### src/rtl/simd_sat_pkg.sv
package simd_sat_pkg;

    localparam int VEC_W   = 128;
    localparam int OPC_W   = 6;
    localparam int N_WIDTH = 3;

    typedef enum logic [1:0] {
        LW8  = 2'd0,
        LW16 = 2'd1,
        LW32 = 2'd2
    } lane_w_e;

    typedef struct packed {
        logic    legal;
        logic    sub;
        logic    sgn;
        lane_w_e width;
    } sat_op_t;

    // Encoding: bit5=0, bit4=subtract, bit3=1, bit2=signed, bits1:0=width (3 illegal)
    function automatic sat_op_t decode_op(input logic [OPC_W-1:0] opc);
        sat_op_t d;
        d.sub   = opc[4];
        d.sgn   = opc[2];
        d.width = lane_w_e'(opc[1:0]);
        d.legal = (opc[5] == 1'b0) && (opc[3] == 1'b1) && (opc[1:0] != 2'b11);
        return d;
    endfunction

endpackage

### src/rtl/simd_sat_decode.sv
module simd_sat_decode
    import simd_sat_pkg::*;
(
    input  logic [OPC_W-1:0] opcode,
    output sat_op_t          dec
);
    always_comb dec = decode_op(opcode);
endmodule

### src/rtl/simd_sat_lane.sv
module simd_sat_lane #(
    parameter int W = 8
) (
    input  logic [W-1:0] a,
    input  logic [W-1:0] b,
    input  logic         sub,
    input  logic         sgn,
    output logic [W-1:0] res,
    output logic         sat
);
    logic [W:0]   ea, eb, ext;
    logic [W-1:0] wrap, clamp;

    always_comb begin
        ea    = sgn ? {a[W-1], a} : {1'b0, a};
        eb    = sgn ? {b[W-1], b} : {1'b0, b};
        ext   = sub ? (ea - eb) : (ea + eb);
        wrap  = ext[W-1:0];
        clamp = wrap;
        if (sgn) begin
            if (ext[W] != ext[W-1])
                clamp = ext[W] ? {1'b1, {(W-1){1'b0}}} : {1'b0, {(W-1){1'b1}}};
        end else begin
            if (ext[W])
                clamp = sub ? {W{1'b0}} : {W{1'b1}};
        end
        res = clamp;
        sat = (clamp != wrap);
    end
endmodule

### src/rtl/simd_sat_sticky.sv
module simd_sat_sticky (
    input  logic clk,
    input  logic rst,
    input  logic clr,
    input  logic set,
    output logic q
);
    always_ff @(posedge clk) begin
        if (rst)
            q <= 1'b0;
        else if (clr)
            q <= 1'b0;
        else if (set)
            q <= 1'b1;
    end
endmodule

### src/rtl/simd_sat_unit.sv
module simd_sat_unit
    import simd_sat_pkg::*;
(
    input  logic             clk,
    input  logic             rst,
    input  logic             vec_en,
    input  logic             op_valid,
    input  logic [OPC_W-1:0] opcode,
    input  logic [VEC_W-1:0] src_a,
    input  logic [VEC_W-1:0] src_b,
    input  logic             sat_clr,
    output logic [VEC_W-1:0] result,
    output logic             result_valid,
    output logic             unavail_trap,
    output logic             illegal_op,
    output logic             sat_sticky
);
    sat_op_t          dec;
    logic [VEC_W-1:0] res_w [N_WIDTH];
    logic             sat_w [N_WIDTH];
    logic [VEC_W-1:0] res_sel;
    logic             sat_sel;

    simd_sat_decode u_dec (.opcode(opcode), .dec(dec));

    for (genvar gw = 0; gw < N_WIDTH; gw++) begin : g_width
        localparam int W = 8 << gw;
        localparam int N = VEC_W / W;
        logic [N-1:0] lane_sat;
        for (genvar gl = 0; gl < N; gl++) begin : g_lane
            simd_sat_lane #(.W(W)) u_lane (
                .a   (src_a[gl*W +: W]),
                .b   (src_b[gl*W +: W]),
                .sub (dec.sub),
                .sgn (dec.sgn),
                .res (res_w[gw][gl*W +: W]),
                .sat (lane_sat[gl])
            );
        end
        assign sat_w[gw] = |lane_sat;
    end

    always_comb begin
        unique case (dec.width)
            LW8:     begin res_sel = res_w[0]; sat_sel = sat_w[0]; end
            LW16:    begin res_sel = res_w[1]; sat_sel = sat_w[1]; end
            LW32:    begin res_sel = res_w[2]; sat_sel = sat_w[2]; end
            default: begin res_sel = '0;       sat_sel = 1'b0;     end
        endcase
    end

    always_comb begin
        unavail_trap = op_valid && !vec_en;
        illegal_op   = op_valid && vec_en && !dec.legal;
        result_valid = op_valid && vec_en && dec.legal;
        result       = result_valid ? res_sel : '0;
    end

    simd_sat_sticky u_sticky (
        .clk (clk),
        .rst (rst),
        .clr (sat_clr),
        .set (result_valid && sat_sel),
        .q   (sat_sticky)
    );
endmodule

### config.mk
export PLATFORM = sky130hd
export DESIGN_NAME = simd_sat_unit
export DESIGN_NICKNAME = d
export VERILOG_FILES = /design/src/rtl/simd_sat_pkg.sv /design/src/rtl/simd_sat_decode.sv /design/src/rtl/simd_sat_lane.sv /design/src/rtl/simd_sat_sticky.sv /design/src/rtl/simd_sat_unit.sv
export SDC_FILE = /design/constraint.sdc
export NUM_CORES = 2
export LEC_CHECK = 0
export CAP_MARGIN = 20
export CORE_MARGIN = 2
export CORE_UTILIZATION = 35
export DETAILED_ROUTE_END_ITERATION = 10
export HOLD_SLACK_MARGIN = 0.05
export SLEW_MARGIN = 20
export SYNTH_ARGS = -nofsm -noshare
export SYNTH_HDL_FRONTEND = slang
export SYNTH_SLANG_ARGS = --single-unit
### constraint.sdc
create_clock -name clk -period 30.9 [get_ports clk]
set_clock_uncertainty 0.15 [all_clocks]
set_input_delay 6.18 -clock clk [delete_from_list [all_inputs] [get_ports clk]]
set_output_delay 6.18 -clock clk [all_outputs]
set_load 0.01 [all_outputs]
---- After elaboration in Yosys (flattened, before gate mapping) ----
Cells that the tools add are included.
storage, ports and cells
  register bits after elaboration ......... 1
  bits in latches ......................... 0
  memory bits (writable) .................. 0
  bits in read-only memories .............. 0
  bits of input ports ..................... 267
  output and inout bits ................... 132
  word-level logic and storage cells ...... 333
  memories kept ........................... 0
cells by class
  $add $sub $neg .......................... 56
  multipliers ............................. 0
  div/mod/pow operators ................... 0
  order comparisons ....................... 0
  eq/ne operators ......................... 59
  shift-type cells ........................ 0
  multiplexer cells ....................... 202
  bitwise operators ....................... 1
  reduce and logical (&&, ||, !) cells .... 14
operators by type and width
  operator              count
  $mux W32              17
  $mux W16              33
  $mux W8               65
  $mux W9               48
  $mux W17              24
  $mux W33              12
  $pmux W128 S3         1
  $add A9 B9 Y9         16
  $sub A9 B9 Y9         16
  $add A17 B17 Y17      8
  $sub A17 B17 Y17      8
  $add A33 B33 Y33      4
  $sub A33 B33 Y33      4
  $mux W128             1
  $ne A16 B16 Y1        8
  $ne A32 B32 Y1        4
  $ne A8 B8 Y1          16
  $ne A1 B1 Y1          28
  $reduce_or A16 Y1     1
  $reduce_or A8 Y1      1
  $logic_and A1 B1 Y1   7
  $reduce_or A4 Y1      1
  $pmux W1 S3           1
  $eq A2 B1 Y1 const B  1
  6 further kinds       7

---- Depth between registers and ports, before layout ----
  depth after elaboration ................. 10
  mapped depth ............................ 40
  gate-level depth less buffers ........... 32

---- By module ----
A second synthesis with hierarchy kept.
second synthesis, totals
  cells, all modules ...................... 6,909
  area, all modules ....................... 46,109.2 µm²
by module, submodules not included
  module                                            instances  cells each  area an instance (µm²)  seq. area each (µm²)
  simd_sat_lane (g_width[1].g_lane[0].u_lane ...)   8          256         1,691.6                 0.0
  simd_sat_lane (g_width[0].g_lane[11].u_lane ...)  14         128         907.1                   0.0
  simd_sat_lane (g_width[2].g_lane[1].u_lane ...)   2          550         3,480.8                 0.0
  simd_sat_lane (g_width[2].g_lane[3].u_lane)       1          586         3,844.9                 0.0
  simd_sat_unit                                     1          587         3,752.3                 0.0
  simd_sat_lane (g_width[2].g_lane[0].u_lane)       1          546         3,495.9                 0.0
  simd_sat_lane (g_width[0].g_lane[0].u_lane)       1          131         939.7                   0.0
  simd_sat_lane (g_width[0].g_lane[10].u_lane)      1          110         802.0                   0.0
  simd_sat_decode                                   1          6           46.3                    0.0
  simd_sat_sticky                                   1          3           33.8                    20.0

---- Least setup slack after synthesis ----
Ideal clock, no wire load.
  kind .................................... in2out
  start point ............................. input opcode[4]
  end point ............................... output result[54]
  arrival time ............................ 13.803 ns
  required time ........................... 24.570 ns
  slack ................................... 10.767 ns
  stages on the path ...................... 35
  path buffers ............................ 19
  cells stage by stage .................... clkbuf_1 clkbuf_1 clkbuf_1 buf_2 buf_1 buf_2 buf_2 buf_2 buf_1 buf_2 clkbuf_1 clkbuf_1 a21oi_1 xnor2_1 ha_1 buf_2 and4_1 nand3_1 or3_1 a211oi_1 o31ai_1 a221oi_2 buf_2 inv_1 clkbuf_1 clkbuf_1 ha_1 clkbuf_1 clkbuf_1 clkbuf_1 o21ai_0 a211oi_1 a211oi_1 a21oi_1 nor2_1
between the ends
  longest elaborated chain between the ends .. 6
  elaborated cells between the ends (all ways) .. 23
  those cells by class .................... 3 x eq/ne; 20 x mux
RTL lines
  item                              RTL line             text
  start, declared                   simd_sat_unit.sv:8   input logic [OPC_W-1:0] opcode,
  $mux W33 (tied with other cells)  simd_sat_lane.sv:17  ext = sub ? (ea - eb) : (ea + eb);
  $mux W32 (tied with other cells)  simd_sat_lane.sv:22  clamp = ext[W] ? {1'b1, {(W-1){1'b0}}} : {1'b0, {(W-1){1'b1}}};
  $mux W32 (tied with other cells)  simd_sat_lane.sv:21  if (ext[W] != ext[W-1])
  $mux W32 (tied with other cells)  simd_sat_lane.sv:20  if (sgn) begin
  $pmux W128 S3 *                   simd_sat_unit.sv:44  unique case (dec.width)
  $mux W128 *                       simd_sat_unit.sv:56  result = result_valid ? res_sel : '0;
  end, declared                     simd_sat_unit.sv:12  output logic [VEC_W-1:0] result,
Mark *: on every way between the ends. The rest lies on a longest branch, timed or not.

---- Worst setup path in the final report ----
  start point ............................. input src_b[34]
  end point ............................... output result[46]
between the ends
  longest elaborated chain between the ends .. 8
  elaborated cells between the ends (all ways) .. 20
  those cells by class .................... 4 x add/sub; 2 x eq/ne; 14 x mux
RTL lines
  item                                      RTL line             text
  start, declared                           simd_sat_unit.sv:10  input logic [VEC_W-1:0] src_b,
  $mux W33 or $mux W17 (tied branches)      simd_sat_lane.sv:16  eb = sgn ? {b[W-1], b} : {1'b0, b};
  $add A33 B33 Y33 (tied with other cells)  simd_sat_lane.sv:17
  $mux W33 or $mux W17 (tied branches)      simd_sat_lane.sv:17
  $mux W32 (tied with other cells)          simd_sat_lane.sv:22
  $mux W32 or $mux W16 (tied branches)      simd_sat_lane.sv:21
  $mux W32 or $mux W16 (tied branches)      simd_sat_lane.sv:20
  $pmux W128 S3 *                           simd_sat_unit.sv:44
  $mux W128 *                               simd_sat_unit.sv:56
Marked as above.

==> results.json <==
{
  "vias": 51100,
  "whs_ps": 924.1,
  "die_area_um2": 110300,
  "synth-simple-area-share": 0.2447,
  "path_class": "in -> out",
  "failed_checks": "design-rule violations",
  "top_layer_used": "met5",
  "rows": 120,
  "stdcell_count": 7507,
  "setup_slack_ps": 10000,
  "ys_seq_elements": 1,
  "crit_family": "simple AND/OR/NAND/NOR gates",
  "crit_required_ps": 24570,
  "wl_mm": 226.9,
  "overflow": 0,
  "drv_slew": 0,
  "synth_fa_ha_area_frac": 0.1164,
  "critPathBufInv": 5,
  "grt_setup_unrepaired": "false",
  "critPathSlowestCell": "nor2_1",
  "hold_buffers": 0,
  "start_kind": "input port",
  "drt_iter0_markers": 7234,
  "io_pins": 399,
  "gp_congestion": 1.096,
  "route.met3.wl_mm": 22.98,
  "fmax_mhz": 47.86,
  "synth_warnings": 0,
  "pre_cts_ws_ps": 10300,
  "detailed_place_hpwl_mm": 179.4,
  "tightest_slew_ps": 1220,
  "viasPerCell": 6.807,
  "yosysUniqueCellTypes": 106,
  "ys_seq_area_frac": 0.0005311,
  "met2_length_mm": 96.97,
  "mostFrequentLayoutCell": "nor2_1",
  "mostFrequentLayoutCells": "nor2_1 (753), o21ai_0 (617), a21oi_1 (600)",
  "cts.clk_slew.worst_paths_ps": 0,
  "routedWlPerCell_um": 30.23,
  "syn_nets": 6633,
  "synth_edf_count": 0,
  "post_cts_resized": 0,
  "synth_cells": 6028,
  "synth_compound_area_frac": 0.4191,
  "syn_to_final_growth_pct": 13.81,
  "drive_above_1_share": 0.04545,
  "post-place-cells": 7497,
  "slowest_delay_ps": 620,
  "synthXorXnorAreaFrac": 0.1381,
  "clkLatencyLatePin_ps": 0,
  "postCtsSetupBuffers": 0,
  "die_w_um": 332.2,
  "crit_fanout": 35,
  "layout.nets": 6702,
  "worstPathArrival_ps": 14570,
  "drt_first_pass_iters": 10,
  "relSlewSlack": 0.1779,
  "die_h_um": 332.2,
  "cp-end-kind": "primary output",
  "status": "complete, but fails checks",
  "drc": 1,
  "grt_max_degree": 135,
  "grt_use_total": 0.3851,
  "min_period_ps": 20900,
  "io_buffers": 398,
  "avgSynthCellArea_um2": 6.253,
  "core-area_um2": 106900,
  "regMostFlops": "u_sticky.q",
  "fin_tns_setup_ps": 0,
  "synth_mux_area_frac": 0.01056,
  "post-route-period-util": 0.6762,
  "wirelength_met1_mm": 93.15,
  "cap_violations": 0,
  "grt_pass1_wl_mm": 324.6,
  "grt_antenna_before_repair": 25,
  "synth_top_family_by_area": "compound AO/OA/AOI/OAI gates",
  "largest_reg_flops": 1,
  "setup_violations": 0,
  "hold_class": "reg -> reg",
  "largestRegisters": "u_sticky.q: 1 flops",
  "hold_violations": 0,
  "synthArstFlopShare": 0,
  "ant_nets": 0,
  "cp_common_cell": "nor2_1",
  "grt_pass1_vias": 46070,
  "synth-main-ff-cell": "dfxtp_1",
  "initial_core_util": 0.3526,
  "synth_area_um2": 37690
}
==> per-layer routing <==
layer / track usage / vias up
li1: - / 22730
met2: 0.5954 / 3345
met3: 0.07216 / 617
met5: 0 / -
met1: 0.5080 / 24380
met4: 0.1957 / 24
==> area by class of cell <==
type	count	area, um2
Sequential cell	1	20.02
Tap cell	1403	1755
Inverter	228	855.8
Fill cell	11620	64010
Antenna cell	9	22.52
Multi-Input combinational cell	5327	35190
Timing Repair Buffer	539	5057
==> cells by family (layout without fill, tap and decap cells) <==
family / after synthesis / count (layout)
other: 0 / 9
AND/OR/NAND/NOR: 1957 / 1957
AO/OA/AOI/OAI: 2404 / 2404
multiplexers: 36 / 36
XOR/XNOR: 588 / 588
adder cells (fa/ha/maj): 342 / 342
buffers and inverters: 700 / 767
flip-flops: 1 / 1
==> per-stage QoR <==
step / utilization / cell area (um2)
6_report: 0.4013 / 42900
5_1_grt: 0.4011 / 42880
4_1_cts: 0.4008 / 42850
3_5_place_dp: 0.4008 / 42850
3_3_place_gp: 0.4006 / 42820
2_1_floorplan: - / 37690
==> worst paths after layout <==
path	startpoint	endpoint	slack [ps]	cells past startpoint
setup / recovery	src_b[34]	result[46]	10000	27
hold / removal	u_sticky.q	u_sticky.q	920	3
setup reg to reg	u_sticky.q	u_sticky.q	26680	9
hold reg to reg	u_sticky.q	u_sticky.q	920	3
==> synth_stat cells, types with 56 or more instances <==
cell type	n	share of area
nand2_1	410	0.041
o21ai_0	617	0.082
nand3_1	120	0.016
ha_1	322	0.11
xnor2_1	423	0.098
a31oi_1	83	0.014
xor2_1	161	0.037
nor2_1	756	0.075
a21o_1	81	0.016
nand2b_1	75	0.012
inv_1	211	0.021
a221oi_1	135	0.031
nor2b_1	58	0.0096
o211ai_1	86	0.017
o21a_1	61	0.012
a211oi_1	120	0.024
clkbuf_1	399	0.040
a2111oi_0	71	0.016
nor4_1	56	0.0093
nor3_1	171	0.023
a21oi_1	601	0.080
==> tightest hold or removal path, delay by kind of cell (launching register included) <==
kind	cells	cell delay, ps
AO/OA/AOI/OAI	3	620
flip-flops	1	360
